`src/rtl/pwmdiv_pkg.sv`:
```
// pwmdiv_pkg: shared constants and the half-word layout of the divider
// mode register. Assumes two clocks packed into one 32-bit register.
package pwmdiv_pkg;
    localparam int NUM_CLK = 2;
    localparam int HALF_W  = 16;
    localparam int DIV_W   = 8;
    localparam int PSC_W   = 4;
    localparam int PSC_MAX = 10;
    localparam int MODE_W  = NUM_CLK * HALF_W;

    // One clock's settings; the top bits are stored but do not affect timing.
    typedef struct packed {
        logic [HALF_W-DIV_W-PSC_W-1:0] spare;
        logic [PSC_W-1:0]              psc;
        logic [DIV_W-1:0]              div;
    } half_cfg_t;
endpackage

```
`src/rtl/pwmdiv_mode_reg.sv`:
```
// pwmdiv_mode_reg: holds the mode register and flags, per half-word,
// a write that changes that half. Assumes a synchronous active-low reset
// and that the register clears to zero (both clocks off).
module pwmdiv_mode_reg
    import pwmdiv_pkg::*;
#(
    parameter int N_HALF = NUM_CLK,
    parameter int H_W    = HALF_W,
    localparam int W     = N_HALF * H_W
) (
    input  logic             clk,
    input  logic             rst_n,
    input  logic             wr_en,
    input  logic [W-1:0]     wr_data,
    output logic [W-1:0]     mode_q,
    output logic [N_HALF-1:0] restart_o
);

    // Per-half change detection against the value currently held.
    for (genvar g = 0; g < N_HALF; g++) begin : g_chg
        assign restart_o[g] = wr_en &&
            (wr_data[g*H_W +: H_W] != mode_q[g*H_W +: H_W]);
    end

    // Register load on write, clear on reset.
    always_ff @(posedge clk) begin
        if (!rst_n)     mode_q <= '0;
        else if (wr_en) mode_q <= wr_data;
    end

    assert_write_lands_R2: assert property (@(posedge clk) disable iff (!rst_n)
        wr_en |=> (mode_q == $past(wr_data)));

    assert_hold_no_write_R2: assert property (@(posedge clk) disable iff (!rst_n)
        !wr_en |=> $stable(mode_q));

endmodule

```
`src/rtl/pwmdiv_divider.sv`:
```
// pwmdiv_divider: one divided clock enable. A 2^psc prescaler feeds a
// linear counter of div strobes; a one-cycle tick closes each period.
// Assumes the settings only change together with restart_i.
module pwmdiv_divider #(
    parameter int DIV_W   = 8,
    parameter int PSC_W   = 4,
    parameter int PSC_MAX = 10,
    localparam int PCNT_W = (PSC_MAX > 0) ? PSC_MAX : 1
) (
    input  logic             clk,
    input  logic             rst_n,
    input  logic [DIV_W-1:0] div_i,
    input  logic [PSC_W-1:0] psc_i,
    input  logic             restart_i,
    output logic             tick_o
);

    logic              run;
    logic [PCNT_W:0]   one_sh;
    logic [PCNT_W-1:0] pmask;
    logic [PCNT_W-1:0] pcnt;
    logic [DIV_W-1:0]  dcnt;
    logic              pend;
    logic              dend;

    // Valid settings: nonzero divisor and an exponent within range.
    assign run = (div_i != '0) && (int'(psc_i) <= PSC_MAX);

    // Terminal count of the prescaler, 2^psc - 1 (wraps to all ones at max).
    assign one_sh = (PCNT_W+1)'(1) << psc_i;
    assign pmask  = one_sh[PCNT_W-1:0] - PCNT_W'(1);

    // End-of-stage flags for the prescaler and the linear counter.
    assign pend = (pcnt == pmask);
    assign dend = (dcnt == div_i - DIV_W'(1));

    // Cascade counters and the registered tick.
    always_ff @(posedge clk) begin
        if (!rst_n || restart_i || !run) begin
            pcnt   <= '0;
            dcnt   <= '0;
            tick_o <= 1'b0;
        end else begin
            tick_o <= pend && dend;
            if (pend) begin
                pcnt <= '0;
                dcnt <= dend ? '0 : dcnt + DIV_W'(1);
            end else begin
                pcnt <= pcnt + PCNT_W'(1);
            end
        end
    end

    assert_zero_div_silent_R5: assert property (@(posedge clk) disable iff (!rst_n)
        (div_i == '0) |=> !tick_o);

    assert_big_psc_silent_R6: assert property (@(posedge clk) disable iff (!rst_n)
        (int'(psc_i) > PSC_MAX) |=> !tick_o);

    assert_restart_clears_R7: assert property (@(posedge clk) disable iff (!rst_n)
        restart_i |=> (pcnt == '0 && dcnt == '0 && !tick_o));

    assert_tick_at_wrap_R3: assert property (@(posedge clk) disable iff (!rst_n)
        tick_o |-> (pcnt == '0 && dcnt == '0));

    assert_single_pulse_R4: assert property (@(posedge clk) disable iff (!rst_n)
        (tick_o && (psc_i != '0 || div_i != DIV_W'(1))) |=> !tick_o);

    assert_dcnt_bound_R3: assert property (@(posedge clk) disable iff (!rst_n)
        run |-> (dcnt < div_i));

endmodule

```
`src/rtl/pwmdiv_top.sv`:
```
// pwmdiv_top: two programmable clock-enable dividers configured by one
// 32-bit mode register (A in the low half, B in the high half).
// Assumes a single master clock and a synchronous active-low reset.
module pwmdiv_top
    import pwmdiv_pkg::*;
(
    input  logic              clk,
    input  logic              rst_n,
    input  logic              wr_en,
    input  logic [MODE_W-1:0] wr_data,
    output logic [MODE_W-1:0] mode_q,
    output logic              tick_a,
    output logic              tick_b
);

    logic [NUM_CLK-1:0] restart;
    logic [NUM_CLK-1:0] ticks;

    pwmdiv_mode_reg #(.N_HALF(NUM_CLK), .H_W(HALF_W)) u_mode (
        .clk      (clk),
        .rst_n    (rst_n),
        .wr_en    (wr_en),
        .wr_data  (wr_data),
        .mode_q   (mode_q),
        .restart_o(restart)
    );

    // One divider per half-word of the mode register.
    for (genvar g = 0; g < NUM_CLK; g++) begin : g_div
        half_cfg_t cfg;
        assign cfg = half_cfg_t'(mode_q[g*HALF_W +: HALF_W]);

        pwmdiv_divider #(.DIV_W(DIV_W), .PSC_W(PSC_W), .PSC_MAX(PSC_MAX)) u_div (
            .clk      (clk),
            .rst_n    (rst_n),
            .div_i    (cfg.div),
            .psc_i    (cfg.psc),
            .restart_i(restart[g]),
            .tick_o   (ticks[g])
        );
    end

    assign tick_a = ticks[0];
    assign tick_b = ticks[1];

    assert_reset_state_R1: assert property (@(posedge clk)
        !rst_n |=> (mode_q == '0 && !tick_a && !tick_b));

endmodule

```
`config.mk`:
```
export PLATFORM = sky130hd
export DESIGN_NAME = pwmdiv_top
export DESIGN_NICKNAME = d
export VERILOG_FILES = /design/src/rtl/pwmdiv_pkg.sv /design/src/rtl/pwmdiv_mode_reg.sv /design/src/rtl/pwmdiv_divider.sv /design/src/rtl/pwmdiv_top.sv
export SDC_FILE = /design/constraint.sdc
export NUM_CORES = 1
export LEC_CHECK = 0
export ABC_AREA = 1
export BUFFER_PORTS_ARGS = -buffer_cell sky130_fd_sc_hd__buf_4
export CAP_MARGIN = 20
export CORE_MARGIN = 2
export CORE_UTILIZATION = 50
export DETAILED_ROUTE_END_ITERATION = 10
export GPL_ROUTABILITY_DRIVEN = 0
export PLACE_DENSITY = 0.72
export SLEW_MARGIN = 20
export SYNTH_ARGS = -nofsm -noshare
export SYNTH_HDL_FRONTEND = slang
export SYNTH_SLANG_ARGS = --single-unit
```
`constraint.sdc`:
```
create_clock -name clk -period 5.2 [get_ports clk]
set_clock_uncertainty 0.1 [all_clocks]
set_input_delay 0.52 -clock clk [delete_from_list [all_inputs] [get_ports clk]]
set_output_delay 0.52 -clock clk [all_outputs]
set_load 0.1 [all_outputs]
```
Word-level counts from Yosys, hierarchy flattened
Cells that the tools add are included.
Storage, ports and cells
  word-level logic and storage cells: 44
  output and inout port bits: 34
  input port bits: 35
  register bits: 70
Operators by class
  shift operators: 2
  $add $sub $neg: 8
  $lt $le $gt $ge: 2
  reduce and logical (&&, ||, !) cells: 17
  eq/ne operators: 6
  multiplexer cells: 2
Operators with widths (count)
  $ne 16x16->1: 2
  $add 10x1->10 const B: 2
  $eq 10x10->1: 2
  $shl 1x4->10 const A: 2
  $sub 10x1->10 const B: 2
  $add 8x1->8 const B: 2
  $eq 8x8->1: 2
  $mux 8: 2
  $reduce_bool 8->1: 2
  $sub 8x1->8 const B: 2
  $le 4x4->1 const B: 2
  $logic_and 1x1->1: 6
  $logic_or 1x1->1: 4
  $reduce_or 2->1: 2
  $logic_not 1->1: 3

Longest topological paths before layout
  depth in word-level cells: 5
  depth in mapped cells: 17
  gate-level depth less buffers: 16

Hierarchy
From an unflattened synthesis, not the netlist that was laid out.
Second synthesis, totals
  cell total of the unflattened synthesis: 838
  area, all modules: 5027.3 sq um
By module, submodules not included
  pwmdiv_divider (g_div[1].u_div): instances 1, seq. area each 380.4 sq um, area an instance 1701.6 sq um, cells each 286
  pwmdiv_mode_reg: instances 1, seq. area each 640.6 sq um, area an instance 1669.1 sq um, cells each 264
  pwmdiv_divider (g_div[0].u_div): instances 1, seq. area each 380.4 sq um, area an instance 1656.6 sq um, cells each 288

Worst setup path after synthesis
Ideal clock, no wire load.
  path kind: register to register
  from: register u_mode.mode_q[11]
  to: register g_div[0].u_div.dcnt[2]
  setup slack: 2.333 ns
  data arrival time: 2.652 ns
  path buffers: 1
  clock period less this slack: 2.867 ns
  stages on the path, launching flop included: 17
  library setup time: 0.115 ns
  cell sequence: dfxtp_1 -> buf_2 -> nor2_4 -> nand3_1 -> ha_1 -> inv_1 -> nand2_1 -> nand2_1 -> nand2_1 -> nor2_1 -> nand2_1 -> nor2_1 -> nand2_1 -> nor2_4 -> nand3_2 -> nand2_2 -> nor2_1
On the way
  longest elaborated chain between the ends: 4
  elaborated cells between the ends (all ways): 10
  those cells by class: add/sub: 1; order compare: 1; eq/ne: 2; shift: 1; reduce/logical: 5
Ends and longest elaborated chain
  start: declaration: RTL line pwmdiv_mode_reg.sv:15  | output logic [W-1:0] mode_q,
  start signal: assignment: RTL line pwmdiv_mode_reg.sv:28  | else if (wr_en) mode_q <= wr_data;
  parallel branches: the longest is 4 deep, another holds $sub 10x1->10
  end signal: assignment: RTL line pwmdiv_divider.sv:47  | dcnt <= dend ? '0 : dcnt + DIV_W'(1);
  end: declaration: RTL line pwmdiv_divider.sv:22  | logic [DIV_W-1:0] dcnt;
Several ways; the timed one is not identified.
A chain may end at the register's enable or synchronous reset.

Worst setup path after layout
  from: register u_mode.mode_q[26]
  to: register g_div[1].u_div.dcnt[2]
On the way
  longest elaborated chain between the ends: 4
  elaborated cells between the ends (all ways): 10
  those cells by class: add/sub: 1; order compare: 1; eq/ne: 2; shift: 1; reduce/logical: 5
Ends and longest elaborated chain (RTL line)
  parallel branches: the longest is 4 deep, another holds $sub 10x1->10
  end signal: assignment: pwmdiv_divider.sv:47
  end: declaration: pwmdiv_divider.sv:22
Several ways; the timed one is not identified.

==> impl_metrics.tcl <==
set metrics [dict create \
    relSlewSlack_pct 54.7 \
    cpLargestDelayFamily "simple AND/OR/NAND/NOR gates" \
    setup_viol 0 \
    min-delay-start "wr_data[8]" \
    p_sw_share_pct 34.2 \
    initial_core_util_pct 51.1 \
    r2r-start "u_mode.mode_q[26]" \
    hold_slack_ps 307 \
    cts_resized 0 \
    drtIter0Drc 218 \
    layout_min_cycle_time_ps 2570 \
    io_pins 69 \
    final_common_cell "nand2_1" \
    grt_start_max_net_pins 35 \
    p_leak_uw 0.00232 \
    crit_buf_inv 0 \
    critPathArrivalTime_ps 2700 \
    drtPass1Iterations 4 \
    synth_seq_cells 70 \
    cp-start-kind "flop" \
    root_buffer "clkbuf_8" \
    intPower_uw 985 \
    syn-num-nets 723 \
    crit_type "flop to flop" \
    maxCapViolCount 0 \
    crit_path_max_fanout 13 \
    diodes 0 \
    syn_inst 680 \
    avgSynthCellArea_um2 6.49 \
    rsz0062_at_grt "no" \
    die_h_um 98.0 \
    ant_nets 0 \
    insertion_delay_ps 350 \
    grt_usage_pct 23.3 \
    max_slew.worst_pin.slew_ps 679 \
    drive_gt1_share_pct 15.6 \
    slew_violations 0 \
    yosysUniqueCellTypes 30 \
    postCtsSetupRepairBufs 0 \
    grt_pass1_wl_um 18500 \
    postSynth.asyncResetShare_pct 0 \
    hold-path-cell-count 3 \
    slowest_stage "dfxtp_1" \
    htreeDepth 3 \
    crit_top_cell "nor2_1" \
    clock_path_buffers 2 \
    max_freq_mhz 389 \
    wl_um 10600 \
    antenna_found_initial 0 \
    outcome "finished, final reports clean" \
    wl_per_cell_um 12.4 \
    p_sw_uw 513 \
    core_um2 8640 \
    final_cell_mix "nand2_1, nor2_1, inv_1" \
    pwr-share-comb_pct 26.3 \
    crit_path_cell_trace "nor2_4, nand2_1, ha_1, xnor2_1, nor2_1, nand3_1, nor2_1, nand2_2, nor2_4, nand3_1, nand2_1, nor2_1" \
    numPortBuffers 68 \
    row_count 34 \
    num_vias 4365 \
    synthesis.area_um2 4420 \
    power_frac_seq_pct 39.1 \
    worst-r2r-cell-count 12 \
    grt_pass1_vias 4050 \
    crit_path_end_kind "flop" \
    hp-class "input port to flop" \
    seq_area_frac_synth_pct 31.7 \
    r2r_slack_ps 2630 \
    numCtsBuffers 9 \
    tns_ps 0 \
    synth_edf_count 0 \
    critPathRequiredTime_ps 5330 \
    post-route-drc-count 0 \
    powerDensity_nw_per_um2 286 \
    hpwlAfterDp_um 8000 \
    peakVddDrop_mv 0.178 \
    nets 790 \
    ys.flop_type "dfxtp_1" \
    vias_per_cell 5.08 \
    rr_endpoint "g_div[1].u_div.dcnt[2]" \
    cp_slowest_stage_delay_ps 430 \
    gr-total-overflow 0 \
    cts_tree "done" \
    finalHoldViolCount 0 \
    yosys_warnings 0 \
    finalCritPeriodShare_pct 49.4 \
    cts.clk_slew.worst_paths_ps 80 \
    fp.dieW_um 98.0 \
    area_delta_synth_final_pct 18.6 \
    cts_sinks 70 \
    p_clk_share_pct 34.6 \
    holdBufCountCts 0 \
    die_area_um2 9600 \
    hold_end "u_mode.mode_q[8]" \
]
-- power groups by stage --
| stage | clock [µW] | sequential [µW] | combinational [µW] |
|---|---|---|---|
| final | 518 | 586 | 394 |
| after global routing | 553 | 590 | 432 |
| after CTS | 528 | 585 | 395 |
| after detailed placement | 0 | 598 | 393 |
| after global placement | 0 | 596 | 388 |
| after floorplan | 0 | 713 | 187 |
-- sequential cells by signal (all words and copies together), names as in the netlist --
signal and count:
g_div.u_div.tick_o 2, g_div.u_div.pcnt 20, u_mode.mode_q 32, g_div.u_div.dcnt 16
-- cells in the mapped netlist (all sizes together) (2+ instances only) --
| library cell | n | area (µm²) |
|---|---|---|
| a21oi | 44 | 224 |
| buf | 3 | 27.5 |
| clkbuf | 10 | 37.5 |
| dfxtp | 70 | 1400 |
| ha | 8 | 100 |
| inv | 84 | 315 |
| nand2 | 167 | 644 |
| nand3 | 60 | 320 |
| nand3b | 2 | 15.0 |
| nand4 | 10 | 62.6 |
| nor2 | 104 | 440 |
| nor3 | 14 | 75.1 |
| nor4 | 2 | 12.5 |
| o21ai | 44 | 220 |
| or2 | 3 | 18.8 |
| xnor2 | 33 | 297 |
| xor2 | 20 | 175 |
-- kinds of logic after synthesis --
group / Yosys count / share of synthesized area (%)
buf+inv: 97 / 8.61
simple gates: 362 / 36.0
flops: 70 / 31.7
xor+xnor: 54 / 11.2
compound gates: 89 / 10.2
fa+ha+maj: 8 / 2.27
-- worst min-delay path, cell delays in order --
cell    delay, ps
buf_4          90
nor2_1         40
nor2_1         80
-- stage by stage --
| stage | cells | setup slack (ps) | power [µW] | utilization (%) | area (µm²) |
|---|---|---|---|---|---|
| 2_1_floorplan | 680 | 2330 | 900 | - | 4420 |
| 3_3_place_gp | 844 | 2830 | 984 | 57.9 | 5000 |
| 3_5_place_dp | 844 | 2700 | 991 | 57.9 | 5000 |
| 6_report | 860 | 2630 | 1500 | 60.6 | 5240 |
| 4_1_cts | 860 | 2670 | 1510 | 60.6 | 5240 |
| 5_1_grt | 860 | 2390 | 1570 | 60.6 | 5240 |
-- worst max path at each step --
stage                                 start                     end  slack [ps]  cells past startpoint
after floorplan           u_mode.mode_q[11]  g_div[0].u_div.dcnt[2]        2330                     16
after global placement    u_mode.mode_q[26]  g_div[1].u_div.dcnt[2]        2830                     12
after detailed placement  u_mode.mode_q[26]  g_div[1].u_div.dcnt[5]        2700                     12
after CTS                 u_mode.mode_q[26]  g_div[1].u_div.dcnt[2]        2670                     12
after global routing      u_mode.mode_q[26]  g_div[1].u_div.dcnt[2]        2390                     12
final                     u_mode.mode_q[26]  g_div[1].u_div.dcnt[2]        2630                     12
-- metal layers --
layer	track usage (%)	vias up	wire length (µm)
met3	4.58	14	466
met2	38.0	99	5000
li1	-	2294	-
met4	7.37	0	159
met1	31.2	1958	5010
met5	0	-	0
-- layout make-up --
| class | count | area, µm² |
|---|---|---|
| inverter | 84 | 315 |
| clock buffer | 13 | 169 |
| timing repair buffer | 69 | 518 |
| tap | 108 | 135 |
| clock inverter | 3 | 65.1 |
| multi-input combinational | 513 | 2630 |
| fill | 840 | 3400 |
| sequential | 70 | 1400 |
Power figures use the tool's default switching activity.
